--- config.mk ---
export PLATFORM = sky130hd
export DESIGN_NAME = sdm_bit_rx
export DESIGN_NICKNAME = d
export VERILOG_FILES = /design/src/rtl/sdm_rx_pkg.sv /design/src/rtl/sdm_pin_sync.sv /design/src/rtl/sdm_clk_pick.sv /design/src/rtl/sdm_clk_capture.sv /design/src/rtl/sdm_manch_dec.sv /design/src/rtl/sdm_bit_rx.sv
export SDC_FILE = /design/constraint.sdc
export NUM_CORES = 1
export LEC_CHECK = 0
export BUFFER_PORTS_ARGS = -buffer_cell sky130_fd_sc_hd__buf_2
export CAP_MARGIN = 20
export CORE_AREA = 2 2 54 56
export DETAILED_ROUTE_END_ITERATION = 10
export DIE_AREA = 0 0 56 58
export GPL_ROUTABILITY_DRIVEN = 0
export SYNTH_ARGS = -nofsm -noshare
export SYNTH_HDL_FRONTEND = slang
export SYNTH_SLANG_ARGS = --single-unit
--- constraint.sdc ---
create_clock -name clk -period 4.5 [get_ports clk]
set_clock_uncertainty 0.2 [all_clocks]
set_input_delay 0.675 -clock clk [delete_from_list [all_inputs] [get_ports clk]]
set_output_delay 0.675 -clock clk [all_outputs]
set_load 0.01 [all_outputs]
--- src/rtl/sdm_rx_pkg.sv ---
// Shared types for the sigma-delta channel bit receiver.
// Assumes the encodings below are fixed by the register that drives them.
package sdm_rx_pkg;

    // number of flip-flops on every incoming pin
    localparam int SYNC_DEPTH = 2;

    typedef enum logic [1:0] {
        IF_CLK_RISE  = 2'd0,
        IF_CLK_FALL  = 2'd1,
        IF_MAN_RISE0 = 2'd2,
        IF_MAN_RISE1 = 2'd3
    } if_type_e;

    typedef enum logic [1:0] {
        CK_PIN        = 2'd0,
        CK_INT        = 2'd1,
        CK_INT_HALF_F = 2'd2,
        CK_INT_HALF_R = 2'd3
    } ck_src_e;

endpackage

--- src/rtl/sdm_pin_sync.sv ---
// Multi-flop synchroniser for a group of asynchronous pins.
// Assumes DEPTH >= 2; every pin gets the same delay so pins stay aligned.
module sdm_pin_sync #(
    parameter int WIDTH = 4,
    parameter int DEPTH = 2
) (
    input  logic             clk,
    input  logic             rst_n,
    input  logic [WIDTH-1:0] pin_i,
    output logic [WIDTH-1:0] pin_o
);

    logic [DEPTH-1:0][WIDTH-1:0] stage;

    // shift the pin group through DEPTH flip-flop stages
    always_ff @(posedge clk) begin
        if (!rst_n) stage <= '0;
        else        stage <= {stage[DEPTH-2:0], pin_i};
    end

    assign pin_o = stage[DEPTH-1];

endmodule

--- src/rtl/sdm_clk_pick.sv ---
// Chooses the serial clock level: external pin, internal clock, or the
// internal clock halved by a toggle flop stepped on a chosen edge.
// Assumes synchronised inputs; the halved level is itself registered.
module sdm_clk_pick
    import sdm_rx_pkg::*;
(
    input  logic    clk,
    input  logic    rst_n,
    input  logic    en,
    input  logic    ext_s,
    input  logic    int_s,
    input  ck_src_e src,
    output logic    sclk
);

    logic int_q;
    logic half;
    logic int_rise;
    logic int_fall;
    logic half_step;

    assign int_rise = int_s & ~int_q;
    assign int_fall = ~int_s & int_q;

    // previous internal clock level for edge detection
    always_ff @(posedge clk) begin
        if (!rst_n) int_q <= 1'b0;
        else        int_q <= int_s;
    end

    // which internal edge steps the halved clock
    always_comb begin
        case (src)
            CK_INT_HALF_F: half_step = int_fall;
            CK_INT_HALF_R: half_step = int_rise;
            default:       half_step = 1'b0;
        endcase
    end

    // halved clock toggle, cleared while the channel is off
    always_ff @(posedge clk) begin
        if (!rst_n || !en)  half <= 1'b0;
        else if (half_step) half <= ~half;
    end

    // serial clock source multiplexer
    always_comb begin
        case (src)
            CK_PIN:  sclk = ext_s;
            CK_INT:  sclk = int_s;
            default: sclk = half;
        endcase
    end

endmodule

--- src/rtl/sdm_clk_capture.sv ---
// Clocked serial capture: samples data on the chosen edge of the serial
// clock level, detected on the system clock. Assumes sclk and din are
// synchronous to clk and aligned in delay.
module sdm_clk_capture (
    input  logic clk,
    input  logic rst_n,
    input  logic en,
    input  logic on_fall,
    input  logic sclk,
    input  logic din,
    output logic bit_q,
    output logic vld_q
);

    logic sclk_q;
    logic hit;

    assign hit = on_fall ? (sclk_q & ~sclk) : (sclk & ~sclk_q);

    // track the serial clock even when disabled, so enable makes no false edge
    always_ff @(posedge clk) begin
        if (!rst_n) sclk_q <= 1'b0;
        else        sclk_q <= sclk;
    end

    // register the sampled bit and its strobe
    always_ff @(posedge clk) begin
        if (!rst_n) begin
            bit_q <= 1'b0;
            vld_q <= 1'b0;
        end else begin
            vld_q <= en & hit;
            if (hit) bit_q <= din;
        end
    end

endmodule

--- src/rtl/sdm_manch_dec.sv ---
// Manchester decoder by oversampling. A transition counts as mid-bit once
// WIN clocks have passed since the last accepted one; boundary transitions
// fall inside the window and are dropped. Assumes HALF_CYC >= 2.
module sdm_manch_dec #(
    parameter int HALF_CYC = 4
) (
    input  logic clk,
    input  logic rst_n,
    input  logic en,
    input  logic rise_is_one,
    input  logic din,
    output logic bit_q,
    output logic vld_q
);

    localparam int WIN = HALF_CYC + HALF_CYC / 2;
    localparam int CW  = $clog2(WIN + 1);
    localparam logic [CW-1:0] CNT_TOP = CW'(WIN);

    logic          din_q;
    logic [CW-1:0] since;
    logic          open_win;
    logic          accept;

    assign open_win = (since == CNT_TOP);
    assign accept   = (din ^ din_q) & open_win;

    // previous data level for transition detection
    always_ff @(posedge clk) begin
        if (!rst_n) din_q <= 1'b0;
        else        din_q <= din;
    end

    // clocks since last accepted transition, saturating at the window
    always_ff @(posedge clk) begin
        if (!rst_n || !en)     since <= CNT_TOP;
        else if (accept)       since <= '0;
        else if (!open_win)    since <= since + 1'b1;
    end

    // decoded bit and strobe
    always_ff @(posedge clk) begin
        if (!rst_n) begin
            bit_q <= 1'b0;
            vld_q <= 1'b0;
        end else begin
            vld_q <= en & accept;
            if (accept) bit_q <= rise_is_one ? din : ~din;
        end
    end

endmodule

--- src/rtl/sdm_bit_rx.sv ---
// Sigma-delta channel bit receiver top. Synchronises the pins, picks the
// data pin and serial clock, and runs either the clocked capture or the
// Manchester decoder. Assumes clk is at least four times the bit rate.
module sdm_bit_rx
    import sdm_rx_pkg::*;
#(
    parameter int HALF_CYC = 4
) (
    input  logic       clk,
    input  logic       rst_n,
    input  logic       ch_en,
    input  logic [1:0] if_type,
    input  logic [1:0] clk_src,
    input  logic       alt_sel,
    input  logic       data_own,
    input  logic       data_nbr,
    input  logic       ext_clk,
    input  logic       int_clk,
    output logic       bit_out,
    output logic       bit_vld
);

    localparam int N_PINS = 4;

    if_type_e          kind;
    ck_src_e           src;
    logic [N_PINS-1:0] pins_s;
    logic              din;
    logic              sclk;
    logic              c_bit, c_vld;
    logic              m_bit, m_vld;

    assign kind = if_type_e'(if_type);
    assign src  = ck_src_e'(clk_src);

    sdm_pin_sync #(.WIDTH(N_PINS), .DEPTH(SYNC_DEPTH)) u_sync (
        .clk   (clk),
        .rst_n (rst_n),
        .pin_i ({int_clk, ext_clk, data_nbr, data_own}),
        .pin_o (pins_s)
    );

    assign din = alt_sel ? pins_s[1] : pins_s[0];

    sdm_clk_pick u_pick (
        .clk   (clk),
        .rst_n (rst_n),
        .en    (ch_en),
        .ext_s (pins_s[2]),
        .int_s (pins_s[3]),
        .src   (src),
        .sclk  (sclk)
    );

    sdm_clk_capture u_cap (
        .clk     (clk),
        .rst_n   (rst_n),
        .en      (ch_en & (kind inside {IF_CLK_RISE, IF_CLK_FALL})),
        .on_fall (kind == IF_CLK_FALL),
        .sclk    (sclk),
        .din     (din),
        .bit_q   (c_bit),
        .vld_q   (c_vld)
    );

    sdm_manch_dec #(.HALF_CYC(HALF_CYC)) u_man (
        .clk         (clk),
        .rst_n       (rst_n),
        .en          (ch_en & (kind inside {IF_MAN_RISE0, IF_MAN_RISE1})),
        .rise_is_one (kind == IF_MAN_RISE1),
        .din         (din),
        .bit_q       (m_bit),
        .vld_q       (m_vld)
    );

    // output follows the decoder family chosen by the interface type
    always_comb begin
        if (if_type[1]) begin
            bit_out = m_bit;
            bit_vld = m_vld;
        end else begin
            bit_out = c_bit;
            bit_vld = c_vld;
        end
    end

endmodule

Word-level counts from Yosys, hierarchy flattened --
Index checks and enable logic that the tools add are counted.
Word-level totals: register bits 19, input port bits 12, output and inout port bits 2, logic and storage cells 56
Operators by class: $add $sub $neg 1, equality and inequality tests 8, multiplexer cells 9, bitwise operators 16, reduce and logical (&&, ||, !) cells 10
Operators by type and width (number):
- 1-bit bitwise AND | 9
- 2-bit == test (second input constant) | 4
- 3-bit 2-to-1 mux | 2
- 1-bit inverter | 6
- 1-bit 2-to-1 mux | 5
- 2-bit by 1-bit == test with 1-bit output (second input constant) | 2
- 2-bit zero test | 2
- 1-bit case mux with 2 select lines | 2
- 2-bit nonzero test | 2
- 3-bit by 1-bit adder with 3-bit output (second input constant) | 1
- 3-bit == test (second input constant) | 1
- 1-bit zero test | 3
- 1-bit logical OR | 2
- 2-bit inequality test (second input constant) | 1
- 2-bit OR reduction | 1
- 1-bit bitwise XOR | 1

Depth between registers and ports, before layout --
Gate-level depths: netlist (run 1).
depth in word-level cells 6, mapped depth 4, depth with buffers taken out 4

Cells and area by module --
From an unflattened synthesis (run 1), not the netlist that was laid out.
Unflattened totals: cell total of the unflattened synthesis 77, area, all modules 789.5 µm²
Modules (own cells, without submodules):
- sdm_manch_dec | instances 1, cells an instance 26, area an instance 261.5 µm², sequential area each 120.1 µm²
- sdm_pin_sync | instances 1, cells an instance 20, area an instance 240.2 µm², sequential area each 160.2 µm²
- sdm_clk_capture | instances 1, cells an instance 12, area an instance 113.9 µm², sequential area each 60.1 µm²
- sdm_clk_pick | instances 1, cells an instance 12, area an instance 107.6 µm², sequential area each 40.0 µm²
- sdm_bit_rx | instances 1, cells an instance 7, area an instance 66.3 µm², sequential area each 0.0 µm²

Least setup slack after synthesis (run 1) --
OpenSTA, ideal clock, no wires.
kind input-to-reg, start point input port alt_sel, end point register u_man.since[2], library setup time 122 ps, arrival time 1610 ps, required time 4178 ps, path slack 2568 ps, cell stages on the path 4, path buffers 0, cell sequence mux2i_1 xnor2_1 o21ai_0 a221o_1
Between the ends: word-level cells in the longest chain between the ends 4, elaborated cells between the ends (all ways) 5, classes of those cells eq/ne: 1; mux: 2; bitwise: 2
Ends and longest elaborated chain:
- start, declared | line sdm_bit_rx.sv:14 | input logic alt_sel,
- 1-bit 2-to-1 mux (*) | line sdm_bit_rx.sv:43 | assign din = alt_sel ? pins_s[1] : pins_s[0];
- 1-bit bitwise XOR (*) | line sdm_manch_dec.sv:26 | assign accept = (din ^ din_q) & open_win;
- 1-bit bitwise AND (*) | line sdm_manch_dec.sv:26
- 2-bit inequality test (no line) / 3-bit 2-to-1 mux (equally long branches)
- end signal, assigned | line sdm_manch_dec.sv:38 | else if (!open_win) since <= since + 1'b1;
- end, declared | line sdm_manch_dec.sv:21 | logic [CW-1:0] since;
Every way passes the cells marked *; elsewhere a longest branch is shown, timed or not. A chain may end at the register's enable or synchronous reset.

Final worst setup path (run 1) --
start point input port if_type[1], end point output port bit_out
Between the ends: word-level cells in the longest chain between the ends 1
Ends and longest elaborated chain:
- start, declared | line sdm_bit_rx.sv:12 | input logic [1:0] if_type,
- 1-bit 2-to-1 mux | line sdm_bit_rx.sv:78 | if (if_type[1]) begin
- end, declared | line sdm_bit_rx.sv:19 | output logic bit_out,
Every way passes these cells.

==> results_dict.tcl, run 1 <==
set metrics [dict create \
    run_status "finished, final reports clean" \
    endpoint_kind "primary output" \
    setup.worst_path.class "in -> out" \
    die_width_um 56 \
    rsz0062_at_grt "no" \
    cts_hold_buf 0 \
    place_worst_setup_slack_ns 2.295 \
    syn_area_per_cell_um2 9.863 \
    worst_slack_ns 2.321 \
    setup_tns_ns 0 \
    setup_viol 0 \
    antennaDiodeCount 0 \
    worst_slew_pin_slew_ns 0.4626 \
    worstPathRequired_ns 3.62 \
    cts_sinks 19 \
    clk_pin_slew_ns 0.12 \
    fin_cells 124 \
    dpl_cell_area_um2 859.6 \
    post-route-period-util 0.4843 \
    boundaryPins 14 \
    die_area_um2 3248 \
    synth.area.top_cells "dfxtp_1, and2_1, mux2_2" \
    dp_cells 120 \
    slew_headroom 0.6828 \
    fmax_mhz 458.8 \
    dp_hpwl_um 961 \
    yosys.area.top_type "dfxtp_1" \
    syn-num-nets 89 \
    p_leak_nw 0.3510 \
    drt_iter0_markers 6 \
    drv_slew 0 \
    num-fill-cells 297 \
    vias 580 \
    crit_path_max_fanout 6 \
    drive_gt1_frac 0.2366 \
    wl_per_cell_um 10.09 \
    antenna_found_initial 0 \
    cts_buffers 3 \
    grt_pass1_vias 501 \
    initial_core_util 0.2852 \
    maxCapViolations 0 \
    syn2layout_area_growth_pct 17.13 \
    ys.flop_type "dfxtp_1" \
    nets 106 \
    drc 0 \
    globalRouteTotalUtil 0.08628 \
    synth_top_cell_area_share 0.5008 \
    synth_area_um2 759.5 \
    final_common_cell "dfxtp_1" \
    ir_drop_mv 0.2273 \
    cts_resized 0 \
    post-route-min-period_ns 2.179 \
    placementRows 19 \
    viasPerCell 4.677 \
    synth-edff-count 0 \
    h-tree-depth 1 \
    synthArstFlopShare 0 \
    stdcell_area_um2 889.6 \
    clockRootBuffer "clkbuf_4" \
    most-common-layout-cells "dfxtp_1, buf_2, and2_1, nand2_1, nor2_1" \
    cts_setup_buffers 0 \
    yosysSeqAreaShare 0.5008 \
    yosys_warnings 0 \
    multi_input_area_um2 367.9 \
    seqCellArea_um2 380.4 \
    routed_wl_um 1251 \
    tritoncts "done" \
    cp.arrival_ns 1.30 \
    fin_util 0.3341 \
    port_buffers 13 \
    die_y_um 58 \
    p_per_area_nw_per_um2 324.0 \
    synth-seq-cells 19 \
    drtAntennaViolNets 0 \
    power.total_mw 0.2882 \
    grt_overflow_total 0 \
    drtPass1Iterations 4 \
    ys_types 32 \
    whs_ns 0.2448 \
    clock_latency_ns 0.30 \
    grt_pass1_wl_um 2139 \
    finalHoldViolCount 0 \
    coreArea_um2 2663 \
    clk_path_buf_depth 2 \
    grt_max_degree 13 \
    syn_inst 77 \
    start_kind "primary input" \
    hp-class "reg -> reg" \
]
-- logic make-up after synthesis --
| kind of cell | share of synthesized area |
|---|---|
| AO/OA/AOI/OAI | 0.1483 |
| AND/OR/NAND/NOR | 0.2422 |
| buffers and inverters | 0.01483 |
| XOR/XNOR | 0.02307 |
| multiplexers | 0.07084 |
| flip-flops | 0.5008 |
-- per-layer routing --
metal  wire length [um]  vias up  global-route usage
met5                  0        -                   0
li1                   -      308                   -
met1                613      256              0.1068
met4                 12        0             0.03061
met2                537       14              0.1311
met3                 87        2             0.04241
-- synth_stat cells (2+ instances only) --
| library cell | number |
|---|---|
| inv_1 | 2 |
| nand3_1 | 3 |
| nor2_1 | 4 |
| mux2i_1 | 2 |
| and2_1 | 9 |
| dfxtp_1 | 19 |
| a211oi_1 | 2 |
| nor2b_1 | 2 |
| nand2_1 | 5 |
| o21ai_0 | 3 |
| a21oi_1 | 3 |
| mux2_2 | 3 |
-- state kept, by name (all words and copies together) (netlist names) --
| register | flops |
|---|---|
| u_man.vld_q | 1 |
| u_man.bit_q | 1 |
| u_cap.vld_q | 1 |
| u_sync.pin_o | 4 |
| u_sync.stage | 4 |
| u_man.since | 3 |
| u_pick.int_q | 1 |
| u_pick.half | 1 |
| u_cap.bit_q | 1 |
| u_man.din_q | 1 |
| u_cap.sclk_q | 1 |
-- path summary, 6_finish.rpt --
check,start,endpoint,slack (ns),cells past startpoint
max,if_type[1],bit_out,2.32,3
min,u_sync.stage[3],u_sync.pin_o[3],0.24,1
max reg2reg,u_sync.pin_o[1],u_man.since[2],2.81,4
min reg2reg,u_sync.stage[3],u_sync.pin_o[3],0.24,1
-- cell type report --
class / count / area share
repair buffers: 13 / 0.07314
inverters: 2 / 0.008439
multi-input cells: 55 / 0.4135
flip-flops and latches: 19 / 0.4276
clock buffers: 3 / 0.02532
well taps: 31 / 0.04360
clock inverters: 1 / 0.008439
-- worst max-delay path, stage by stage --
cell,delay (ns)
buf_2,0.15
mux2_2,0.34
buf_2,0.14
-- power by group --
| part | switching [mW] | internal, mW |
|---|---|---|
| clock | 0.0544 | 0.0339 |
| sequential | 0.00268 | 0.173 |
| combinational | 0.0121 | 0.0116 |
No activity file was read; power rests on OpenSTA's default activity.
==> run 2: changes to the inputs <==
Clock period 4.5 ns to 2.2 ns, I/O delays scaled along.
==> results_dict.tcl, run 2 (synthesis gave the netlist of run 1 again) <==
set metrics [dict create \
    most-common-layout-cells "dfxtp_1, buf_2, and2_1, nand2_1, nor2_1" \
    worst_slew_pin_slew_ns 0.4094 \
    die_area_um2 3248 \
    critPathTopFamily "compound AO/OA/AOI/OAI gates" \
    p_per_area_nw_per_um2 649.8 \
    drive_gt1_frac 0.2258 \
    slew_headroom 0.7192 \
    drtAntennaViolNets 0 \
    vias 568 \
    cts_resized 0 \
    cts_hold_buf 0 \
    coreArea_um2 2663 \
    h-tree-depth 1 \
    maxCapViolations 0 \
    grt_pass1_wl_um 2194 \
    fmax_mhz 611.0 \
    drc 0 \
    nets 106 \
    regToRegSetupSlack_ns 0.56 \
    drtPass1Iterations 4 \
    post-route-period-util 0.7439 \
    grt.busiest_layer "met2" \
    start_kind "flop" \
    clk_path_buf_depth 2 \
    port_buffers 13 \
    globalRouteTotalUtil 0.08675 \
    crit_slowest_cell "mux2i_1" \
    cp.arrival_ns 1.62 \
    finalHoldViolCount 0 \
    antennaDiodeCount 0 \
    setup_tns_ns 0 \
    routed_wl_um 1251 \
    clockRootBuffer "clkbuf_4" \
    cts_sinks 19 \
    viasPerCell 4.581 \
    dp_hpwl_um 957.3 \
    grt_use_met2 0.1210 \
    grt_max_degree 13 \
    p_leak_nw 0.3520 \
    cts_buffers 3 \
    rsz0062_at_grt "no" \
    drv_slew 0 \
    worstPathRequired_ns 2.18 \
    clock_latency_ns 0.28 \
    grt_use_met1 0.1179 \
    final_common_cell "dfxtp_1" \
    setup_viol 0 \
    crit_buf_inv 0 \
    ir_drop_mv 0.2985 \
    boundaryPins 14 \
    die_y_um 58 \
    clk_pin_slew_ns 0.10 \
    grt_overflow_total 0 \
    die_width_um 56 \
    grt_use_met3 0.03348 \
    endpoint_kind "flop" \
    wl_per_cell_um 10.09 \
    post-route-min-period_ns 1.637 \
    drt_iter0_markers 8 \
    grt_pass1_vias 527 \
    antenna_found_initial 0 \
    stdcell_area_um2 885.9 \
    run_status "finished, final reports clean" \
    path_cells "mux2i_1, xnor2_1, o21ai_0, a221o_1" \
    syn2layout_area_growth_pct 16.64 \
    max_stage_delay_ns 0.35 \
    initial_core_util 0.2852 \
    setup.worst_path.class "reg -> reg" \
    placementRows 19 \
    tritoncts "done" \
    hp-class "in -> reg" \
    crit_path_max_fanout 5 \
    cts_setup_buffers 0 \
    dpl_cell_area_um2 859.6 \
]
## run 2: worst paths after layout
check | startpoint | to | depth (start not counted)
max reg2reg | u_sync.pin_o[1] | u_man.since[2] | 4
max | u_sync.pin_o[1] | u_man.since[2] | 4
min reg2reg | u_sync.stage[3] | u_sync.pin_o[3] | 1
min | data_own | u_sync.stage[0] | 2
## run 2: area by class of cell
type	instances	area (um2)
sequential	19	380.4
clock buffer	4	26.28
tap	31	38.79
fill	288	1777
inverter	2	7.507
multi-input combinational	55	367.9
timing repair buffer	13	65.06
## run 2: report_power, final
part	internal [mW]	switching [mW]
registers	0.355	0.00552
clock network	0.0704	0.0970
logic	0.0238	0.0243
total	0.449	0.127
## run 2: routing by layer
metal | share of wire | routed length (um) | vias up
li1 | - | - | 311
met1 | 0.52 | 654 | 244
met2 | 0.41 | 507 | 11
met3 | 0.062 | 77 | 2
met4 | 0.0096 | 12 | 0
met5 | 0 | 0 | -
## run 2: per-stage QoR
stage                     hold WS [ns]  std cells  utilization  setup slack [ns]  total power, mW
after floorplan                 0.2085         77            -            0.6128           0.3964
after global placement          0.2186        120       0.3228            0.4056           0.4154
after detailed placement        0.2177        120       0.3228            0.3723           0.4170
after CTS                      0.03017        124       0.3327            0.5601           0.5875
after global routing           0.02828        124       0.3327            0.4554           0.6102
final                          0.04224        124       0.3327            0.5634           0.5756
